File: config.mk
export PLATFORM = sky130hd
export DESIGN_NAME = mbox_port
export DESIGN_NICKNAME = d
export VERILOG_FILES = /design/src/rtl/mbox_pkg.sv /design/src/rtl/mbox_mst_fsm.sv /design/src/rtl/mbox_regs.sv /design/src/rtl/mbox_irq.sv /design/src/rtl/mbox_port.sv
export SDC_FILE = /design/constraint.sdc
export NUM_CORES = 1
export LEC_CHECK = 0
export BUFFER_PORTS_ARGS = -buffer_cell sky130_fd_sc_hd__buf_2
export CORE_AREA = 2 2 99 101
export DETAILED_ROUTE_END_ITERATION = 16
export DIE_AREA = 0 0 101 103
export PLACE_DENSITY = 0.47
export SLEW_MARGIN = 20
export SYNTH_ARGS = -nofsm -noshare
export SYNTH_HDL_FRONTEND = slang
export SYNTH_HIERARCHICAL = 1
export SYNTH_SLANG_ARGS = --single-unit
File: constraint.sdc
create_clock -name clk -period 2 [get_ports clk]
set_input_delay 0.4 -clock clk [delete_from_list [all_inputs] [get_ports clk]]
set_output_delay 0.4 -clock clk [all_outputs]
set_load 0.03 [all_outputs]
File: src/rtl/mbox_pkg.sv
`timescale 1ns/1ps
package mbox_pkg;

    // Master access state machine
    typedef enum logic [1:0] {
        M_IDLE    = 2'd0,
        M_HOLD_RD = 2'd1,
        M_HOLD_WR = 2'd2
    } mst_state_e;

    // One-cycle events produced by the master access state machine
    typedef struct packed {
        logic wr_cmd;   // write steered to the command buffer
        logic wr_in;    // write to the input buffer
        logic rd_out;   // read that returned the output buffer
        logic rd_any;   // any read
        logic wr_any;   // any write
    } mst_evt_t;

    // Slave register map
    localparam int RA_STATUS = 0;
    localparam int RA_CMD    = 1;
    localparam int RA_IN     = 2;
    localparam int RA_OUT    = 3;
    localparam int RA_CTRL   = 4;
    localparam int RA_MASK   = 5;
    localparam int RA_PEND   = 6;

    // Interrupt channel indices
    localparam int IRQ_N   = 3;
    localparam int IRQ_CBF = 0;
    localparam int IRQ_IBF = 1;
    localparam int IRQ_OBE = 2;

    // Handshake flag count and first user status bit
    localparam int FLAG_N  = 3;
    localparam int USER_LO = 3;

endpackage

File: src/rtl/mbox_mst_fsm.sv
`timescale 1ns/1ps
module mbox_mst_fsm
    import mbox_pkg::*;
#(
    parameter int DATA_W = 8
) (
    input  logic              clk,
    input  logic              rst_n,
    input  logic              m_cs,
    input  logic              m_rd,
    input  logic              m_wr,
    input  logic              m_addr,
    input  logic              stat_sel,
    input  logic [DATA_W-1:0] m_wdata,
    output mst_evt_t          evt,
    output logic [DATA_W-1:0] wdata_q,
    output logic              fsm_idle
);

    logic       q_cs, q_rd, q_wr, q_addr, q_stat;
    mst_state_e st_q, st_d;

    // Input capture stage for the master strobes
    always_ff @(posedge clk or negedge rst_n) begin
        if (!rst_n) begin
            q_cs    <= 1'b0;
            q_rd    <= 1'b0;
            q_wr    <= 1'b0;
            q_addr  <= 1'b0;
            q_stat  <= 1'b0;
            wdata_q <= '0;
        end else begin
            q_cs    <= m_cs;
            q_rd    <= m_rd;
            q_wr    <= m_wr;
            q_addr  <= m_addr;
            q_stat  <= stat_sel;
            wdata_q <= m_wdata;
        end
    end

    // State register
    always_ff @(posedge clk or negedge rst_n) begin
        if (!rst_n) st_q <= M_IDLE;
        else        st_q <= st_d;
    end

    // Next state and event outputs
    always_comb begin
        st_d = st_q;
        evt  = '0;
        unique case (st_q)
            M_IDLE: begin
                if (q_cs && q_wr) begin
                    st_d       = M_HOLD_WR;
                    evt.wr_any = 1'b1;
                    evt.wr_cmd = q_addr;
                    evt.wr_in  = !q_addr;
                end else if (q_cs && q_rd) begin
                    st_d       = M_HOLD_RD;
                    evt.rd_any = 1'b1;
                    evt.rd_out = !q_stat;
                end
            end
            M_HOLD_RD: begin
                if (!(q_cs && q_rd)) st_d = M_IDLE;
            end
            M_HOLD_WR: begin
                if (!(q_cs && q_wr)) st_d = M_IDLE;
            end
            default: st_d = M_IDLE;
        endcase
    end

    assign fsm_idle = (st_q == M_IDLE);

endmodule

File: src/rtl/mbox_regs.sv
`timescale 1ns/1ps
module mbox_regs
    import mbox_pkg::*;
#(
    parameter int DATA_W = 8,
    parameter int ADDR_W = 3
) (
    input  logic              clk,
    input  logic              rst_n,
    input  mst_evt_t          evt,
    input  logic [DATA_W-1:0] wdata_q,
    input  logic [ADDR_W-1:0] s_addr,
    input  logic              s_wr,
    input  logic              s_rd,
    input  logic [DATA_W-1:0] s_wdata,
    output logic [DATA_W-1:0] status,
    output logic [DATA_W-1:0] cmd_buf,
    output logic [DATA_W-1:0] in_buf,
    output logic [DATA_W-1:0] out_buf,
    output logic              shared,
    output logic              stat_chooser
);

    localparam int USER_W = DATA_W - USER_LO;

    logic [FLAG_N-1:0] m_clr, s_set, flag_q;
    logic [USER_W-1:0] user_q;
    logic              last_rd_q;
    logic              wr_stat, wr_out, wr_ctrl;

    assign wr_stat = s_wr && (s_addr == ADDR_W'(RA_STATUS));
    assign wr_out  = s_wr && (s_addr == ADDR_W'(RA_OUT));
    assign wr_ctrl = s_wr && (s_addr == ADDR_W'(RA_CTRL));

    // Flag index equals status bit: 2 command empty, 1 input empty, 0 output full
    assign m_clr = {evt.wr_cmd, evt.wr_in, evt.rd_out};
    assign s_set = {s_rd && (s_addr == ADDR_W'(RA_CMD)),
                    s_rd && (s_addr == ADDR_W'(RA_IN)),
                    wr_out};

    for (genvar g = 0; g < FLAG_N; g++) begin : g_flag
        logic f_q;
        always_ff @(posedge clk or negedge rst_n) begin
            if (!rst_n)          f_q <= 1'b0;
            else if (m_clr[g])   f_q <= 1'b0;   // master side wins
            else if (s_set[g])   f_q <= 1'b1;
        end
        assign flag_q[g] = f_q;
    end

    // Buffers
    always_ff @(posedge clk or negedge rst_n) begin
        if (!rst_n) begin
            cmd_buf <= '0;
            in_buf  <= '0;
            out_buf <= '0;
        end else begin
            if (evt.wr_cmd) cmd_buf <= wdata_q;
            if (evt.wr_in)  in_buf  <= wdata_q;
            if (wr_out)     out_buf <= s_wdata;
        end
    end

    // User status bits; the top one is frozen against slave writes in shared mode
    always_ff @(posedge clk or negedge rst_n) begin
        if (!rst_n) begin
            user_q <= '0;
        end else if (wr_stat) begin
            user_q[USER_W-2:0] <= s_wdata[DATA_W-2:USER_LO];
            if (!shared) user_q[USER_W-1] <= s_wdata[DATA_W-1];
        end
    end

    // Direction of the newest master access
    always_ff @(posedge clk or negedge rst_n) begin
        if (!rst_n)          last_rd_q <= 1'b0;
        else if (evt.rd_any) last_rd_q <= 1'b1;
        else if (evt.wr_any) last_rd_q <= 1'b0;
    end

    // Control: bit 0 mode, bit 2 select-line chooser
    always_ff @(posedge clk or negedge rst_n) begin
        if (!rst_n) begin
            shared       <= 1'b0;
            stat_chooser <= 1'b0;
        end else if (wr_ctrl) begin
            shared       <= s_wdata[0];
            stat_chooser <= s_wdata[2];
        end
    end

    always_comb begin
        status                  = '0;
        status[FLAG_N-1:0]      = flag_q;
        status[DATA_W-2:USER_LO] = user_q[USER_W-2:0];
        status[DATA_W-1]        = shared ? last_rd_q : user_q[USER_W-1];
    end

endmodule

File: src/rtl/mbox_irq.sv
`timescale 1ns/1ps
module mbox_irq
    import mbox_pkg::*;
(
    input  logic             clk,
    input  logic             rst_n,
    input  logic [IRQ_N-1:0] pend_set,
    input  logic [IRQ_N-1:0] pend_clr,
    input  logic             mask_we,
    input  logic [IRQ_N-1:0] mask_wdata,
    input  logic             shared,
    output logic [IRQ_N-1:0] mask,
    output logic [IRQ_N-1:0] pend,
    output logic [IRQ_N-1:0] irq
);

    logic [IRQ_N-1:0] mode_en;

    always_ff @(posedge clk or negedge rst_n) begin
        if (!rst_n)       mask <= '0;
        else if (mask_we) mask <= mask_wdata;
    end

    for (genvar k = 0; k < IRQ_N; k++) begin : g_pend
        logic p_q;
        always_ff @(posedge clk or negedge rst_n) begin
            if (!rst_n)          p_q <= 1'b0;
            else if (pend_set[k]) p_q <= 1'b1;   // set wins over clear
            else if (pend_clr[k]) p_q <= 1'b0;
        end
        assign pend[k] = p_q;
        if (k == IRQ_CBF) begin : g_std
            assign mode_en[k] = !shared;
        end else begin : g_shm
            assign mode_en[k] = shared;
        end
    end

    assign irq = pend & mask & mode_en;

endmodule

File: src/rtl/mbox_port.sv
`timescale 1ns/1ps
module mbox_port
    import mbox_pkg::*;
#(
    parameter int DATA_W = 8,
    parameter int ADDR_W = 3
) (
    input  logic              clk,
    input  logic              rst_n,
    input  logic              m_cs,
    input  logic              m_rd,
    input  logic              m_wr,
    input  logic              m_addr,
    input  logic [1:0]        m_sel,
    input  logic [DATA_W-1:0] m_wdata,
    output logic [DATA_W-1:0] m_rdata,
    input  logic [ADDR_W-1:0] s_addr,
    input  logic              s_wr,
    input  logic              s_rd,
    input  logic [DATA_W-1:0] s_wdata,
    output logic [DATA_W-1:0] s_rdata,
    output logic [IRQ_N-1:0]  irq
);

    mst_evt_t          evt;
    logic [DATA_W-1:0] wdata_q, status, cmd_buf, in_buf, out_buf;
    logic              shared, stat_chooser, stat_sel, fsm_idle;
    logic [IRQ_N-1:0]  mask, pend, pend_set, pend_clr;
    logic              ev_cmd, ev_in, ev_out, ev_wr, ev_any, s_wr_status;

    assign stat_sel = m_sel[stat_chooser];

    mbox_mst_fsm #(.DATA_W(DATA_W)) i_fsm (
        .clk(clk), .rst_n(rst_n), .m_cs(m_cs), .m_rd(m_rd), .m_wr(m_wr),
        .m_addr(m_addr), .stat_sel(stat_sel), .m_wdata(m_wdata),
        .evt(evt), .wdata_q(wdata_q), .fsm_idle(fsm_idle)
    );

    mbox_regs #(.DATA_W(DATA_W), .ADDR_W(ADDR_W)) i_regs (
        .clk(clk), .rst_n(rst_n), .evt(evt), .wdata_q(wdata_q),
        .s_addr(s_addr), .s_wr(s_wr), .s_rd(s_rd), .s_wdata(s_wdata),
        .status(status), .cmd_buf(cmd_buf), .in_buf(in_buf), .out_buf(out_buf),
        .shared(shared), .stat_chooser(stat_chooser)
    );

    always_comb begin
        pend_set          = '0;
        pend_set[IRQ_CBF] = evt.wr_cmd;
        pend_set[IRQ_IBF] = evt.wr_in;
        pend_set[IRQ_OBE] = evt.rd_out;
    end

    assign pend_clr = (s_wr && (s_addr == ADDR_W'(RA_PEND))) ? s_wdata[IRQ_N-1:0] : '0;

    mbox_irq i_irq (
        .clk(clk), .rst_n(rst_n), .pend_set(pend_set), .pend_clr(pend_clr),
        .mask_we(s_wr && (s_addr == ADDR_W'(RA_MASK))), .mask_wdata(s_wdata[IRQ_N-1:0]),
        .shared(shared), .mask(mask), .pend(pend), .irq(irq)
    );

    // Master read data
    assign m_rdata = stat_sel ? status : out_buf;

    // Slave read data
    always_comb begin
        s_rdata = '0;
        unique case (s_addr)
            ADDR_W'(RA_STATUS): s_rdata = status;
            ADDR_W'(RA_CMD):    s_rdata = cmd_buf;
            ADDR_W'(RA_IN):     s_rdata = in_buf;
            ADDR_W'(RA_OUT):    s_rdata = out_buf;
            ADDR_W'(RA_CTRL): begin
                s_rdata[0] = shared;
                s_rdata[2] = stat_chooser;
            end
            ADDR_W'(RA_MASK):   s_rdata[IRQ_N-1:0] = mask;
            ADDR_W'(RA_PEND):   s_rdata[IRQ_N-1:0] = pend;
            default:            s_rdata = '0;
        endcase
    end

    // Named event views for the checker
    assign ev_cmd      = evt.wr_cmd;
    assign ev_in       = evt.wr_in;
    assign ev_out      = evt.rd_out;
    assign ev_wr       = evt.wr_any;
    assign ev_any      = evt.wr_any | evt.rd_any;
    assign s_wr_status = s_wr && (s_addr == ADDR_W'(RA_STATUS));

endmodule

==> run summary <==
### Timing
* transition time at the pin with the least slew margin: 0.541 ns
* final worst-path setup slack: -0.144 ns
* timing-limited maximum frequency: 0.466 GHz
* max-slew violations: 0
* Setup Viol. Count Final: 9
* crit share post-route: 1.07
* worst hold slack: 0.0793 ns
* clock period minus final worst setup slack: 2.14 ns
* Fin Clk Skew: 0.00958 ns
* Final Hold Violating Endpoints: 0
* setup repair after global routing missed its margin: true
* relative slew slack: 0.639

### Clocking
* buffer type at the clock tree root: clkbuf_8
* clock sink count: 56
* Inserted Clock Buffers: 5
* buffer depth of the longest clock path: 2
* Clock H-tree levels: 2
* Clk pin slew, worst setup/hold paths: 0.11 ns
* clock latency at the later pin of the worst-skew pair: 0.31 ns
* CTS tree: built
* hold_buf cts: 0

### Worst setup path
* reg2reg setup slack: 0.35 ns
* master of the slowest instance on the critical path: mux4_2
* CP peak stage delay: 0.44 ns
* CP required: 1.60 ns
* critical path peak fanout: 2
* startpoint type of the worst setup path: register
* worst r2r src: i_fsm/st_q[1]$_DFFE_PN0P_
* ordered cell list for the critical path: mux2_4, mux4_2, nor2b_4, buf_6
* end of the worst register-to-register path: i_regs/cmd_buf[4]$_DFFE_PN0P_
* start-to-end type of the worst setup path: reg2out
* length in cells of the worst reg-to-reg path: 3
* data arrival time of the worst path: 1.74 ns
* endpoint kind of the worst setup timing path: primary output

### Power and ir drop
* Worst IR Drop VDD: 440 uV
* leakage power figure: 1.54 nW
* total power density per cell area: 1010 mW/mm2
* overall power of the completed layout: 0.00337 W

### Global routing
* pin count of the biggest net entering global routing: 57
* first-pass GRT wire length: 9430 um
* grt ovf: 0
* number of global-route vias before repair: 1,739
* global-route total usage across every layer: 0.121
* initial antenna violation count: 0

### Logic synthesis
* synthesized netlist cell count: 195
* Top FF cell, synth: dfrtp_1
* Synth Register Bits: 56
* Synth warnings: 6
* part of the Yosys area used for sequential elements: 0.514
* ys async rst share: 1.00
* number of enable flip-flop cells after synthesis: 0
* Post-Syn Nets: 224
* number of unique standard cell types used by synthesis: 39
* total standard cell area after synthesis: 0.00273 mm2
* Avg Inst Size Synth: 14.0 um2

### Outcome
* status: finished, violations left
* violations in the final reports: setup timing

### Route
* DRC viols: 0
* total iterations of the first detailed-routing run: 3
* Routed WL per cell: 16.5 um
* antenna viol nets, final: 0
* vias per cell: 4.59
* number of DRC markers in iteration 0: 28
* overall routed net length: 5910 um
* vias: 1,649

### Die
* placeable core region: 0.00946 mm2
* Ports: 48
* die boundary width: 101 um
* num rows: 36
* initial core utilization: 0.288
* chip height: 103 um
* area of the die: 0.0104 mm2

### Finish
* layout filler cell count: 937
* number of nets in the layout: 273
* P&R area growth vs syn: 22.8%
* most used cells in the layout excluding fill and tap cells: 56 x dfrtp_1, 36 x buf_2, 33 x mux2_2
* antenna cells: 0
* commonest non-fill, non-tap cell in the layout: dfrtp_1
* layout cells sized above 1: 0.555
* final standard cell utilization of the core: 0.354

### Job
* Max-cap violations: 0

### Place
* RD Place Congestion: 0.811
* hpwl dp: 4220 um
* count of input and output buffers: 47
* Place WS: 0.0307 ns

### Worst hold path
* hold crit path type: in2async

## per-stage QoR
step / instances / area [um2] / TNS [ns]
floorplan: 195 / 2730 / 0
global placement: 350 / 3080 / 0
detailed placement: 350 / 3080 / 0
CTS: 359 / 3320 / -0.516
global route: 359 / 3350 / -1.04
finish: 359 / 3350 / -0.436
## critical path: cells and delay by family, from the launching register on
| family | cells | cell delay, ns |
|---|---|---|
| simple gates | 1 | 0.14 |
| buf+inv | 1 | 0.13 |
| mux | 2 | 0.75 |
| flops | 1 | 0.41 |
## area by class of cell
cell class,count,area (um2),area share
Timing Repair Buffer,60,447,0.133
Multi-Input combinational cell,112,1180,0.354
Tap cell,114,143,0.0426
Inverter,9,33.8,0.0101
Clock inverter,3,68.8,0.0206
Clock buffer,5,68.8,0.0206
Sequential cell,56,1400,0.419
## cell families (layout without fill, tap and decap cells)
group,Yosys count,count (layout),share of synthesized area
AOI/OAI and AO/OA,14,14,0.0408
buffers and inverters,27,77,0.0670
DFF,56,56,0.514
muxes,56,56,0.257
and+or+nand+nor,42,42,0.121
## timing repair
action,in CTS,in global routing
resized for setup,28,7
hold endpoints to repair,0,0
pin swaps,1,2
setup endpoints to repair,9,11
setup buffers,1,0
## sequential cells by signal, summed over array words and instances (netlist names)
| name | cells |
|---|---|
| i_fsm/q_rd | 1 |
| i_regs/stat_chooser | 1 |
| i_regs/in_buf | 8 |
| i_irq/mask | 3 |
| i_irq/g_pend.p_q | 3 |
| i_fsm/wdata_q | 8 |
| i_fsm/st_q | 2 |
| i_regs/user_q | 5 |
| i_fsm/q_cs | 1 |
| i_fsm/q_addr | 1 |
| i_regs/g_flag.f_q | 3 |
| i_fsm/q_wr | 1 |
| i_regs/out_buf | 8 |
| i_regs/last_rd_q | 1 |
| i_regs/shared | 1 |
| i_regs/cmd_buf | 8 |
| i_fsm/q_stat | 1 |
## power breakdown
| part | switching [W] | internal [W] | total [W] |
|---|---|---|---|
| clock | 0.000384 | 0.000504 | 0.000888 |
| sequential | 0.000143 | 0.00134 | 0.00148 |
| combinational | 0.000455 | 0.000549 | 0.00100 |
| total | 0.000982 | 0.00239 | 0.00337 |
## cells in the mapped netlist, types with 2 or more instances
master,instances,area share
nand2_1,5,0.0069
mux2_4,2,0.011
a221oi_2,2,0.011
nor2b_4,5,0.025
a21oi_1,2,0.0037
mux4_2,5,0.041
mux2_2,41,0.17
and3_1,3,0.0069
and2_1,4,0.0092
a31oi_1,4,0.0092
a21o_1,4,0.011
buf_4,12,0.033
mux2i_1,3,0.011
inv_1,9,0.012
nor2b_1,3,0.0069
mux2_1,4,0.017
nor3_1,2,0.0037
buf_6,3,0.012
nor2_1,6,0.0083
dfrtp_1,56,0.51
buf_2,2,0.0037
## how the worst max path moves through the flow
stage	start	endpoint	slack, ns	depth (start not counted)
6_report	i_regs/shared$_DFFE_PN0P_	s_rdata[7]	-0.14	4
5_1_grt	i_regs/shared$_DFFE_PN0P_	s_rdata[7]	-0.21	4
4_1_cts	i_regs/shared$_DFFE_PN0P_	s_rdata[7]	-0.17	4
3_5_place_dp	s_addr[0]	s_rdata[2]	0.03	6
3_3_place_gp	s_addr[0]	s_rdata[2]	0.01	6
2_1_floorplan	s_addr[2]	s_rdata[1]	0.19	5
## routing by layer
| layer | GRT usage | routed length (um) | vias to the layer above |
|---|---|---|---|
| met2 | 0.190 | 2710 | 35 |
| met3 | 0.0258 | 228 | 8 |
| met1 | 0.168 | 2900 | 822 |
| met5 | 0 | 0 | - |
| li1 | - | - | 784 |
| met4 | 0.0364 | 70 | 0 |
Power figures use the tool's default switching activity.
